`src/rtl/cfg_stream_pkg.sv`:
```
// Package: shared widths and helpers for the configuration bitstream reader.
// Assumes: one storage word is always one byte.
package cfg_stream_pkg;
    localparam int BYTE_W = 8;
    localparam int BIT_SEL_W = 3;

    // Last readable position for an array of depth bytes in the given mode.
    function automatic int last_pos(input int depth, input bit parallel);
        return parallel ? depth - 1 : depth * BYTE_W - 1;
    endfunction
endpackage

```
`src/rtl/cfg_mem_array.sv`:
```
// Module: byte-wide storage array with a synchronous preload port and an
// asynchronous read port.
// Assumes: preload and reading are not mixed on the same address in one cycle;
// the array has no reset, so its contents are undefined until written.
module cfg_mem_array
    import cfg_stream_pkg::*;
#(
    parameter int DEPTH = 64,
    localparam int AW = $clog2(DEPTH)
) (
    input  logic              clk,
    input  logic              wr_en,
    input  logic [AW-1:0]     wr_addr,
    input  logic [BYTE_W-1:0] wr_data,
    input  logic [AW-1:0]     rd_addr,
    output logic [BYTE_W-1:0] rd_byte
);
    logic [BYTE_W-1:0] store_q [DEPTH];

    // Preload: store one byte per strobed edge.
    always_ff @(posedge clk) begin
        if (wr_en) begin
            store_q[wr_addr] <= wr_data;
        end
    end

    // Read: present the addressed byte without a pipeline stage.
    always_comb begin
        rd_byte = store_q[rd_addr];
    end
endmodule

```
`src/rtl/cfg_pos_counter.sv`:
```
// Module: read position counter with an end-of-array flag.
// Assumes: last_pos is stable while en_rst_n is high; the enable/reset input is
// sampled synchronously and is the only reset of this state.
module cfg_pos_counter #(
    parameter int CNT_W = 9
) (
    input  logic             clk,
    input  logic             en_rst_n,
    input  logic             sel_n,
    input  logic [CNT_W-1:0] last_pos,
    output logic [CNT_W-1:0] pos_q,
    output logic             end_q
);
    logic step;

    // Qualify an advance: selected, enabled, end not yet passed.
    always_comb begin
        step = !sel_n && !end_q;
    end

    // Position and end flag: reset while disabled, freeze once past the end.
    always_ff @(posedge clk) begin
        if (!en_rst_n) begin
            pos_q <= '0;
            end_q <= 1'b0;
        end else if (step) begin
            if (pos_q == last_pos) begin
                end_q <= 1'b1;
            end else begin
                pos_q <= pos_q + 1'b1;
            end
        end
    end
endmodule

```
`src/rtl/cfg_out_stage.sv`:
```
// Module: maps the read position to a byte address, picks the serial bit or the
// full byte, gates the lane enables and forms the chain select.
// Assumes: DEPTH >= 2 so the byte address has at least one bit.
module cfg_out_stage
    import cfg_stream_pkg::*;
#(
    parameter int  DEPTH          = 64,
    parameter bit  CHAIN_ACT_HIGH = 1'b0,
    localparam int AW             = $clog2(DEPTH),
    localparam int CNT_W          = $clog2(DEPTH * BYTE_W)
) (
    input  logic              par_mode,
    input  logic              sel_n,
    input  logic              en_rst_n,
    input  logic [CNT_W-1:0]  pos_q,
    input  logic              end_q,
    input  logic [BYTE_W-1:0] rd_byte,
    output logic [AW-1:0]     rd_addr,
    output logic [BYTE_W-1:0] dout,
    output logic [BYTE_W-1:0] dout_oe,
    output logic              chain_sel
);
    logic                 live;
    logic [BIT_SEL_W-1:0] bit_idx;
    logic                 chain_act;

    // Address: byte position in parallel mode, position / 8 in serial mode.
    always_comb begin
        rd_addr = par_mode ? pos_q[AW-1:0] : pos_q[CNT_W-1:BIT_SEL_W];
    end

    // Serial bit choice: most-significant bit of each byte first.
    always_comb begin
        bit_idx = BIT_SEL_W'(BYTE_W - 1) - pos_q[BIT_SEL_W-1:0];
    end

    // Lanes drive only while selected, enabled and not past the end.
    always_comb begin
        live = !sel_n && en_rst_n && !end_q;
    end

    // Data value and per-lane enables for the chosen mode.
    always_comb begin
        if (par_mode) begin
            dout    = rd_byte;
            dout_oe = {BYTE_W{live}};
        end else begin
            dout    = {{(BYTE_W-1){1'b0}}, rd_byte[bit_idx]};
            dout_oe = {{(BYTE_W-1){1'b0}}, live};
        end
    end

    // Chain select: active past the end while selected and enabled.
    always_comb begin
        chain_act = end_q && !sel_n && en_rst_n;
    end

    // Output polarity chosen at build time.
    generate
        if (CHAIN_ACT_HIGH) begin : g_pol_high
            assign chain_sel = chain_act;
        end else begin : g_pol_low
            assign chain_sel = !chain_act;
        end
    endgenerate
endmodule

```
`src/rtl/cfg_stream_reader.sv`:
```
// Module: top of the cascadable configuration bitstream reader.
// Assumes: par_mode changes only while en_rst_n is low; preload happens before a
// read pass starts.
module cfg_stream_reader
    import cfg_stream_pkg::*;
#(
    parameter int  DEPTH          = 64,
    parameter bit  CHAIN_ACT_HIGH = 1'b0,
    localparam int AW             = $clog2(DEPTH),
    localparam int CNT_W          = $clog2(DEPTH * BYTE_W)
) (
    input  logic              clk,
    input  logic              sel_n,
    input  logic              en_rst_n,
    input  logic              par_mode,
    input  logic              wr_en,
    input  logic [AW-1:0]     wr_addr,
    input  logic [BYTE_W-1:0] wr_data,
    output logic [BYTE_W-1:0] dout,
    output logic [BYTE_W-1:0] dout_oe,
    output logic              chain_sel
);
    localparam logic [CNT_W-1:0] LAST_SER = CNT_W'(last_pos(DEPTH, 1'b0));
    localparam logic [CNT_W-1:0] LAST_PAR = CNT_W'(last_pos(DEPTH, 1'b1));

    logic [CNT_W-1:0]  last_sel;
    logic [CNT_W-1:0]  pos_q;
    logic              end_q;
    logic [AW-1:0]     rd_addr;
    logic [BYTE_W-1:0] rd_byte;

    // Last position for the current mode.
    always_comb begin
        last_sel = par_mode ? LAST_PAR : LAST_SER;
    end

    cfg_mem_array #(.DEPTH(DEPTH)) u_mem (
        .clk     (clk),
        .wr_en   (wr_en),
        .wr_addr (wr_addr),
        .wr_data (wr_data),
        .rd_addr (rd_addr),
        .rd_byte (rd_byte)
    );

    cfg_pos_counter #(.CNT_W(CNT_W)) u_pos (
        .clk      (clk),
        .en_rst_n (en_rst_n),
        .sel_n    (sel_n),
        .last_pos (last_sel),
        .pos_q    (pos_q),
        .end_q    (end_q)
    );

    cfg_out_stage #(.DEPTH(DEPTH), .CHAIN_ACT_HIGH(CHAIN_ACT_HIGH)) u_out (
        .par_mode  (par_mode),
        .sel_n     (sel_n),
        .en_rst_n  (en_rst_n),
        .pos_q     (pos_q),
        .end_q     (end_q),
        .rd_byte   (rd_byte),
        .rd_addr   (rd_addr),
        .dout      (dout),
        .dout_oe   (dout_oe),
        .chain_sel (chain_sel)
    );
endmodule

```
`config.mk`:
```
export PLATFORM = sky130hd
export DESIGN_NAME = cfg_stream_reader
export DESIGN_NICKNAME = d
export VERILOG_FILES = /design/src/rtl/cfg_stream_pkg.sv /design/src/rtl/cfg_mem_array.sv /design/src/rtl/cfg_pos_counter.sv /design/src/rtl/cfg_out_stage.sv /design/src/rtl/cfg_stream_reader.sv
export SDC_FILE = /design/constraint.sdc
export NUM_CORES = 1
export LEC_CHECK = 0
export BUFFER_PORTS_ARGS = -buffer_cell sky130_fd_sc_hd__buf_4
export CORE_MARGIN = 2
export CORE_UTILIZATION = 50
export DETAILED_ROUTE_END_ITERATION = 10
export PLACE_DENSITY_LB_ADDON = 0.12
export SYNTH_ARGS = -nofsm -noshare
export SYNTH_HDL_FRONTEND = slang
export SYNTH_SLANG_ARGS = --single-unit
```
`constraint.sdc`:
```
create_clock -name clk -period 5.2 [get_ports clk]
set_clock_uncertainty 0.1 [all_clocks]
set_input_delay 0.52 -clock clk [delete_from_list [all_inputs] [get_ports clk]]
set_output_delay 0.52 -clock clk [all_outputs]
set_load 0.01 [all_outputs]
```
==> results.ini <==
[outcome]
outcome = finished clean

[synth]
synth_top_cell_by_area = edfxtp_1
synth_top_flop_cell = edfxtp_1
ys_warn_count = 0
synth_fp_nets = 1714
ys_seq_elements = 522
synth_cell_types = 76
yosys.area_share.simple = 0.112
synthCells = 1694
async_flop_share = 0
synth_compound_area_frac = 0.119
ys_seq_area_frac = 0.690
avgSynthCellArea_um2 = 13.3
yosysTopAreaCellShare = 0.681
synth_top_family_by_area = compound AO/OA/AOI/OAI gates
synthMuxAreaShare = 0.0438
synth_adder_area_share = 0.000554
synth_top_cells_by_area = edfxtp_1 (68%), nand2_1 (3.8%), nor2_1 (2.7%)
synth-edff-count = 512
synthesis.area_mm2 = 0.0226
synth_xor_xnor_area_share = 0.00271

[layout]
layout.nets = 1757
fillers = 3599
antenna_cells = 0
syn_to_final_growth_pct = 11.6
layout-drive-gt1-share = 0.120
stdcell_count = 2367
final_common_cell = edfxtp_1
layout_common_cells = edfxtp_1 (512), nand2_1 (229), nor2_1 (159), buf_4 (99), a21oi_1 (68)
design_area_mm2 = 0.0252

[placement]
postPlaceCellArea_mm2 = 0.0236
hpwl_mm = 46.3
place_inst = 2275
portBuffers = 35
place_congestion = 0.983

[setup_path]
rrSetupSlack_ns = 2.70
path_buf_inv = 3
crit_top_cell = buf_4
slowest_delay_ns = 0.66
cp.required_ns = 4.58
reg2reg_to = u_pos.pos_q[7]
rr_worst_depth = 8
start_kind = flip-flop
cp_cell_sequence = buf_4 > nand3_1 > and2_1 > buf_4 > o21ai_0 > a2111oi_0 > nor4_1 > nand2_1 > a41oi_1 > o311ai_1 > buf_4
crit_family = compound AO/OA/AOI/OAI gates
cp-end-kind = output port
slowest_stage = a2111oi_0
critical_path_class = flip-flop to output port
r2r-start = u_pos.pos_q[7]
cp_max_fo = 17
worst_ep_arrival_time_ns = 4.43

[pwr]
switchingPower_mw = 1.99
powerDensity_mw_per_mm2 = 349
internal_power_mw = 6.81
p_seq_frac = 0.530
p_leak_nw = 8.13
power_frac_comb = 0.064
switching_share = 0.226
fin_total_pwr_mw = 8.80
worst_ir_drop_vdd_uv = 234
clkPwrFrac = 0.406

[sta]
holdWs_ns = 0.124
slew_headroom = 0.187
rsz0062_at_grt = false
min_period_ns = 5.05
setup_viol = 0
fin_setup_tns_ns = 0
slew_viol_final = 0
finalCritPeriodShare = 0.971
final_hold_viol_count = 0
fmax_ghz = 0.198
worst_pin_slew_ns = 1.21

[floorplanning]
die_y_um = 217
rows = 77
start_util = 0.508
io_pins = 36
die_area_mm2 = 0.0469
die_w_um = 217
coreArea_mm2 = 0.0444

[detailed_routing]
route.detailed.drc = 0
first_pass_iters = 6
dr_total_vias = 15700
antenna_left = 0
vias_per_cell = 6.62
routed_wl_mm = 72.3
wl_per_cell_um = 30.6
first_iter_violations = 2852

[cts]
htreeDepth = 2
cts_tree = yes
post_cts_buffers = 0
clockBufferDepth = 3
clk_pin_slew_ns = 0.06
cts_buffers = 52
ctsResizeCount = 1
root_buffer = clkbuf_16
clk_latency_ns = 0.60
clock_sinks = 522
hold_buffers = 0

[hold_path]
hold_end = u_pos.end_q
hold_depth = 2
min_path_type = input port to flip-flop
min_from = en_rst_n

[global_route]
grt_pass1_wl_mm = 104
grt_usage = 0.309
grt_max_degree = 65
grt_pass1_vias = 14700
gr-total-overflow = 0
grt_antenna_before_repair = 0

[flow_run]
drv_cap = 0

-- cell type report --
cell class | instances | area [um^2] | share of cell area
flip-flops and latches | 522 | 15600 | 0.618
multi-input cells | 1033 | 6320 | 0.251
clock buffers | 64 | 1370 | 0.0543
repair buffers | 107 | 903 | 0.0359
well taps | 592 | 741 | 0.0294
clock inverters | 28 | 204 | 0.00810
inverters | 21 | 78.8 | 0.00313
-- power by group through the flow --
stage,registers [mW],logic (mW),clock network (mW)
6_report,4.66,0.565,3.57
5_1_grt,4.66,0.591,3.76
4_1_cts,4.66,0.551,3.60
3_5_place_dp,4.75,0.550,0
3_3_place_gp,4.75,0.545,0
2_1_floorplan,4.74,0.297,0
-- cell usage after synthesis, types with 7 or more instances --
cell type  instances
a211o_1            9
a211oi_1          50
a21oi_1           68
a221oi_1           9
a22oi_1           13
a311oi_1           8
a31oi_1           18
a32oi_1           10
and2_1            13
and3_1            19
buf_1              7
buf_2             42
buf_4             14
buf_6             11
clkbuf_1          42
dfxtp_1           10
edfxtp_1         512
inv_1             18
mux2i_1           41
mux4_1             8
mux4_2            13
nand2_1          229
nand2b_1          18
nand3_1           42
nand3b_1           7
nand4_1           14
nor2_1           160
nor2b_1           16
nor3_1            24
o2111ai_1          8
o211ai_1          22
o21ai_0           65
o21bai_1           7
o221ai_1          13
o22ai_1           34
-- through the flow --
stage	worst slack, ns	util
after floorplan	1.84	-
after global placement	0.202	0.532
after detailed placement	0.234	0.532
after CTS	0.0537	0.567
after global routing	0.0243	0.567
final	0.152	0.567
-- how the worst max path moves through the flow --
| stage | slack, ns | cells past startpoint | from | endpoint |
|---|---|---|---|---|
| floorplan | 1.84 | 12 | par_mode | dout[0] |
| global placement | 0.20 | 10 | par_mode | dout[0] |
| detailed placement | 0.23 | 10 | par_mode | dout[0] |
| CTS | 0.05 | 11 | u_pos.pos_q[2] | dout[0] |
| global route | 0.02 | 11 | u_pos.pos_q[0] | dout[0] |
| finish | 0.15 | 11 | u_pos.pos_q[1] | dout[0] |
-- kinds of logic (layout without fill, tap and decap cells) --
kind of cell / after synthesis / count (layout)
muxes: 67 / 67
xor gates and xnor gates: 7 / 7
AOI/OAI and AO/OA: 391 / 391
DFF: 522 / 522
buffers and inverters: 139 / 220
and+or+nand+nor: 567 / 567
adders and majority gates: 1 / 1
-- flip-flops by register name, indices dropped and copies added, names as in the netlist --
| signal | count |
|---|---|
| u_mem.store_q | 512 |
| u_pos.pos_q | 9 |
| u_pos.end_q | 1 |
-- per-layer routing --
layer,share of wire,up-vias,track usage
met1,0.40,7831,0.447
li1,-,6616,-
met3,0.11,196,0.0598
met4,0.046,0,0.129
met2,0.44,1029,0.462
met5,0,-,0
Note: power is estimated with default switching activity, not from simulation.
